==> src/rtl/ee_pkg.sv <==
package ee_pkg;
  typedef enum logic [1:0] {
    ST_START = 2'd0,
    ST_OPC   = 2'd1,
    ST_ADDR  = 2'd2,
    ST_DATA  = 2'd3
  } eeState_t;

  typedef struct packed {
    logic clrAll;
    logic shiftOpc;
    logic shiftAddr;
    logic emitBit;
    logic incAddr;
  } eeStrobe_t;
endpackage

==> src/rtl/ee_ctrl.sv <==
module ee_ctrl
  import ee_pkg::*;
#(
  parameter int ADDR_W   = 6,
  parameter int DATA_W   = 16,
  parameter int OPC_W    = 2,
  parameter logic [OPC_W-1:0] READ_OPC = 2'b10
) (
  input  logic              clk,
  input  logic              rstN,
  input  logic              chipSel,
  input  logic              serClk,
  input  logic              serIn,
  input  logic [OPC_W-1:0]  opcReg,
  output eeStrobe_t         stb,
  output logic [$clog2(DATA_W)-1:0] bitIdx
);
  localparam int CNT_W = $clog2(DATA_W + 1);
  localparam int IDX_W = $clog2(DATA_W);

  eeState_t   state, stateNxt;
  logic [CNT_W-1:0] cnt, cntNxt;
  logic       sclkQ;
  logic       sclkRise;
  logic [OPC_W-1:0] opcFull;

  assign sclkRise = serClk & ~sclkQ;
  assign opcFull  = {opcReg[OPC_W-2:0], serIn};
  assign bitIdx   = IDX_W'(cnt - 1'b1);

  always_ff @(posedge clk) begin
    if (!rstN) sclkQ <= 1'b0;
    else       sclkQ <= serClk;
  end

  always_comb begin
    stb      = '0;
    stateNxt = state;
    cntNxt   = cnt;
    if (!chipSel) begin
      stb.clrAll = 1'b1;
      stateNxt   = ST_START;
      cntNxt     = '0;
    end else if (sclkRise) begin
      unique case (state)
        ST_START: begin
          if (serIn) begin
            stateNxt = ST_OPC;
            cntNxt   = '0;
          end
        end
        ST_OPC: begin
          stb.shiftOpc = 1'b1;
          if (cnt == CNT_W'(OPC_W - 1)) begin
            cntNxt = '0;
            if (opcFull == READ_OPC) begin
              stateNxt = ST_ADDR;
            end else begin
              stateNxt   = ST_START;
              stb.clrAll = 1'b1;
            end
          end else begin
            cntNxt = cnt + 1'b1;
          end
        end
        ST_ADDR: begin
          stb.shiftAddr = 1'b1;
          if (cnt == CNT_W'(ADDR_W - 1)) begin
            stateNxt = ST_DATA;
            cntNxt   = CNT_W'(DATA_W);
          end else begin
            cntNxt = cnt + 1'b1;
          end
        end
        ST_DATA: begin
          stb.emitBit = 1'b1;
          if (cnt == CNT_W'(1)) begin
            stb.incAddr = 1'b1;
            cntNxt      = CNT_W'(DATA_W);
          end else begin
            cntNxt = cnt - 1'b1;
          end
        end
        default: begin
          stateNxt   = ST_START;
          stb.clrAll = 1'b1;
        end
      endcase
    end
  end

  always_ff @(posedge clk) begin
    if (!rstN) begin
      state <= ST_START;
      cnt   <= '0;
    end else begin
      state <= stateNxt;
      cnt   <= cntNxt;
    end
  end

  // deselect forces idle
  p_idle_on_deselect_r1: assert property (@(posedge clk) disable iff (!rstN)
    !chipSel |=> state == ST_START);
  // no rising edge, no progress
  p_hold_without_edge_r2: assert property (@(posedge clk) disable iff (!rstN)
    (chipSel && !sclkRise) |=> ($stable(state) && $stable(cnt)));
  // zero bit keeps waiting
  p_start_zero_r3: assert property (@(posedge clk) disable iff (!rstN)
    (chipSel && sclkRise && state == ST_START && !serIn) |=> state == ST_START);
  // non-read opcode aborts
  p_bad_opcode_r4: assert property (@(posedge clk) disable iff (!rstN)
    (chipSel && sclkRise && state == ST_OPC && cnt == CNT_W'(OPC_W - 1)
     && opcFull != READ_OPC) |=> state == ST_START);
  // data bit counter stays in range
  p_data_cnt_range_r6: assert property (@(posedge clk) disable iff (!rstN)
    state == ST_DATA |-> (cnt >= CNT_W'(1) && cnt <= CNT_W'(DATA_W)));
endmodule

==> src/rtl/ee_datapath.sv <==
module ee_datapath
  import ee_pkg::*;
#(
  parameter int ADDR_W = 6,
  parameter int DATA_W = 16,
  parameter int OPC_W  = 2
) (
  input  logic              clk,
  input  logic              rstN,
  input  logic              chipSel,
  input  logic              serIn,
  input  eeStrobe_t         stb,
  input  logic [$clog2(DATA_W)-1:0] bitIdx,
  input  logic              initWe,
  input  logic [ADDR_W-1:0] initAddr,
  input  logic [DATA_W-1:0] initData,
  output logic [OPC_W-1:0]  opcReg,
  output logic              serOut
);
  localparam int DEPTH = 1 << ADDR_W;

  logic [DATA_W-1:0] memArr [DEPTH];
  logic [ADDR_W-1:0] addrReg;
  logic [DATA_W-1:0] curWord;

  assign curWord = memArr[addrReg];

  for (genvar gi = 0; gi < DEPTH; gi++) begin : g_word
    always_ff @(posedge clk) begin
      if (!rstN)
        memArr[gi] <= '0;
      else if (initWe && !chipSel && initAddr == ADDR_W'(gi))
        memArr[gi] <= initData;
    end
  end

  always_ff @(posedge clk) begin
    if (!rstN) begin
      opcReg  <= '0;
      addrReg <= '0;
      serOut  <= 1'b0;
    end else if (stb.clrAll) begin
      opcReg  <= '0;
      addrReg <= '0;
      serOut  <= 1'b0;
    end else begin
      if (stb.shiftOpc)  opcReg  <= {opcReg[OPC_W-2:0], serIn};
      if (stb.shiftAddr) addrReg <= {addrReg[ADDR_W-2:0], serIn};
      if (stb.emitBit)   serOut  <= curWord[bitIdx];
      if (stb.incAddr)   addrReg <= addrReg + 1'b1;
    end
  end

  // clear leaves output low and address at zero
  p_clear_r1: assert property (@(posedge clk) disable iff (!rstN)
    stb.clrAll |=> (serOut == 1'b0 && addrReg == '0));
  // output only moves on a data strobe
  p_out_hold_r9: assert property (@(posedge clk) disable iff (!rstN)
    (!stb.emitBit && !stb.clrAll) |=> $stable(serOut));
  // last word rolls over to the first
  p_wrap_r8: assert property (@(posedge clk) disable iff (!rstN)
    (stb.incAddr && !stb.clrAll && addrReg == '1) |=> addrReg == '0);
endmodule

==> src/rtl/ee_read_slave.sv <==
module ee_read_slave
  import ee_pkg::*;
#(
  parameter int ADDR_W = 6,
  parameter int DATA_W = 16,
  parameter int OPC_W  = 2,
  parameter logic [OPC_W-1:0] READ_OPC = 2'b10
) (
  input  logic              clk,
  input  logic              rstN,
  input  logic              chipSel,
  input  logic              serClk,
  input  logic              serIn,
  output logic              serOut,
  input  logic              initWe,
  input  logic [ADDR_W-1:0] initAddr,
  input  logic [DATA_W-1:0] initData
);
  localparam int IDX_W = $clog2(DATA_W);

  eeStrobe_t        stb;
  logic [IDX_W-1:0] bitIdx;
  logic [OPC_W-1:0] opcReg;

  ee_ctrl #(.ADDR_W(ADDR_W), .DATA_W(DATA_W), .OPC_W(OPC_W), .READ_OPC(READ_OPC)) u_ctrl (
    .clk(clk), .rstN(rstN), .chipSel(chipSel), .serClk(serClk), .serIn(serIn),
    .opcReg(opcReg), .stb(stb), .bitIdx(bitIdx)
  );

  ee_datapath #(.ADDR_W(ADDR_W), .DATA_W(DATA_W), .OPC_W(OPC_W)) u_dp (
    .clk(clk), .rstN(rstN), .chipSel(chipSel), .serIn(serIn), .stb(stb),
    .bitIdx(bitIdx), .initWe(initWe), .initAddr(initAddr), .initData(initData),
    .opcReg(opcReg), .serOut(serOut)
  );
endmodule

==> config.mk <==
export PLATFORM = sky130hd
export DESIGN_NAME = ee_read_slave
export DESIGN_NICKNAME = d
export VERILOG_FILES = /design/src/rtl/ee_pkg.sv /design/src/rtl/ee_ctrl.sv /design/src/rtl/ee_datapath.sv /design/src/rtl/ee_read_slave.sv
export SDC_FILE = /design/constraint.sdc
export NUM_CORES = 2
export LEC_CHECK = 0
export BUFFER_PORTS_ARGS = -buffer_cell sky130_fd_sc_hd__buf_2
export CELL_PAD_IN_SITES_DETAIL_PLACEMENT = 0
export CELL_PAD_IN_SITES_GLOBAL_PLACEMENT = 1
export CORE_UTILIZATION = 54
export DETAILED_ROUTE_END_ITERATION = 12
export PLACE_DENSITY = 0.91
export SYNTH_ARGS = -nofsm -noshare
export SYNTH_HDL_FRONTEND = slang
export SYNTH_HIERARCHICAL = 1
export SYNTH_SLANG_ARGS = --single-unit
==> constraint.sdc <==
create_clock -name clk -period 3.4 [get_ports clk]
set_input_delay 0 -clock clk [delete_from_list [all_inputs] [get_ports clk]]
set_output_delay 0 -clock clk [all_outputs]
set_load 0.1 [all_outputs]
==> results_dict.tcl <==
set metrics [dict create \
    run_status "finished with violations" \
    violations "design-rule violations" \
    grt_pass1_vias 29460 \
    finalSetupViolCount 0 \
    hold_path_class "input port to flop" \
    fin_cells 4643 \
    max_slew_margin 0.1898 \
    max_freq_ghz 0.3000 \
    grt_max_degree 65 \
    arrival_ns 3.87 \
    post-cts-setup-buffers 0 \
    globalRouteOverflowTotal 0 \
    place_area_sq_um 50690 \
    synth.cell_area_sq_um 48460 \
    num_rows 109 \
    syn_avg_cell_area_sq_um 14.64 \
    cts_tree "done" \
    tightest_slew_ns 1.211 \
    syn_nets 3347 \
    finalSetupTns_ns 0 \
    fin_area_sq_um 54080 \
    finalCritPeriodShare 0.9803 \
    period_minus_slack_ns 3.333 \
    die_h_um 301.6 \
    path_clk_slew_ns 0.06 \
    grt_pass1_wl_um 198000 \
    drive_gt1_frac 0.1795 \
    final_nets 3430 \
    clockRootBuffer "clkbuf_16" \
    ioPinCount 29 \
    worstPathMaxFanout 39 \
    core-area_sq_um 88650 \
    crit_type "flop to flop" \
    cp_data_required_time_ns 3.94 \
    synth_warnings 6 \
    dieArea_sq_um 90930 \
    insertion_delay_ns 0.67 \
    setup_ws_ns 0.06685 \
    cts_made_buffers 106 \
    gp_congestion 1.044 \
    place_hpwl_um 87820 \
    cts_buffer_depth 3 \
    vias 29860 \
    antenna_found_initial 7 \
    powerDensity_nw_per_um2 505.0 \
    vias_per_cell 6.430 \
    drt_iter0_drc 4751 \
    wl_um 136600 \
    start_util 0.5466 \
    p_leak_nw 18.30 \
    wire_per_inst_um 29.41 \
    ir_worst_vdd_uv 525.4 \
    cts_sinks 1046 \
    post-place-ws_ns 0.1858 \
    track_usage 0.3025 \
    rsz0062_at_grt "no" \
    end_kind "flop" \
    die_w_um 301.6 \
    drv_slew 0 \
    clock_skew_ns 0.02064 \
    dp.cells 4439 \
    crit_path_start_kind "flop" \
    final-hold-violation-count 0 \
    firstDrtPassIters 12 \
    drc 6 \
    ant_nets 0 \
    drv_cap 0 \
    syn_inst 3309 \
    htree_levels 3 \
    area_delta_synth_final_pct 11.62 \
    port_buffers 28 \
]
==> flip-flops by register name, summed over array words and instances, names as in the netlist, named ones only <==
register and flops:
u_ctrl/cnt 5, u_dp/addrReg 6, u_ctrl/state 2, u_dp/serOut 1, u_dp/memArr 1024, u_dp/opcReg 1
u_ctrl/sclkQ 1
==> worst max-delay path, cell delays in order (launching register included) <==
cell and delay [ns]:
dfxtp_4 0.51, buf_12 0.32, mux4_2 0.56, mux2i_1 0.32, o32a_1 0.23, o311ai_0 0.29, a311oi_1 0.45, o21ai_0 0.12
o21ai_0 0.10, buf_4 0.14, o211ai_1 0.08
==> report_power, final <==
part           internal [mW]  total (mW)  switching [mW]
clock                   6.31        11.1            4.81
combinational          0.352        1.23           0.880
sequential              14.8        15.0           0.190
==> through the flow <==
step / hold WS (ns) / util / total power, mW
floorplan: 0.1217 / - / 15.78
global placement: 0.2192 / 0.5718 / 16.33
detailed placement: 0.2280 / 0.5718 / 16.41
CTS: 0.008005 / 0.6100 / 27.38
global route: 0.05386 / 0.6101 / 27.97
finish: 0.02845 / 0.6101 / 27.31
==> cells in the final DEF (no fill, tap or decap), types with 15 or more instances in the layout <==
| master | n |
|---|---|
| a21oi_1 | 41 |
| dfxtp_1 | 18 |
| clkbuf_16 | 110 |
| nor3_1 | 16 |
| buf_12 | 15 |
| o21ai_1 | 65 |
| edfxtp_1 | 1024 |
| nand3_1 | 35 |
| and2_1 | 1030 |
| o221ai_1 | 22 |
| buf_2 | 28 |
| nand2_1 | 55 |
| a22oi_1 | 52 |
| o22ai_1 | 15 |
| clkinv_2 | 29 |
| nor2_1 | 106 |
| mux4_2 | 200 |
| nor2b_1 | 19 |
| clkbuf_1 | 16 |
| mux2i_1 | 138 |
| clkinv_1 | 28 |
| buf_4 | 214 |
==> worst paths after layout <==
path / from / endpoint / slack [ns] / cells past startpoint
max: flop / u_dp/serOut / 0.07 / 10
min: initData[14] / u_dp/memArr[45][14] / 0.03 / 2
max reg2reg: flop / u_dp/serOut / 0.07 / 10
min reg2reg: u_dp/addrReg[5] / u_dp/addrReg[5] / 0.50 / 1
==> repair_timing <==
action	CTS	global route
setup endpoints to repair	0	1
hold buffers	10	0
endpoints found under the hold margin	62	0
resized for setup	0	2
==> area by class of cell <==
| cell class | instances | area, sq um |
|---|---|---|
| flip-flops and latches | 1046 | 31200 |
| repair buffers | 267 | 2147 |
| well taps | 1165 | 1458 |
| clock inverters | 67 | 474.2 |
| clock buffers | 126 | 2813 |
| inverters | 16 | 60.06 |
| multi-input cells | 1955 | 15930 |
| diodes | 1 | 2.502 |
| fillers | 6414 | 34560 |
==> metal layers <==
metal,part of all wire,GRT usage,vias to the layer above
met4,0.045,0.1246,0
met3,0.13,0.06880,359
li1,-,-,12380
met1,0.37,0.4158,15100
met2,0.46,0.4685,2019
met5,0,0,-
(Power assumes the default switching activity.)
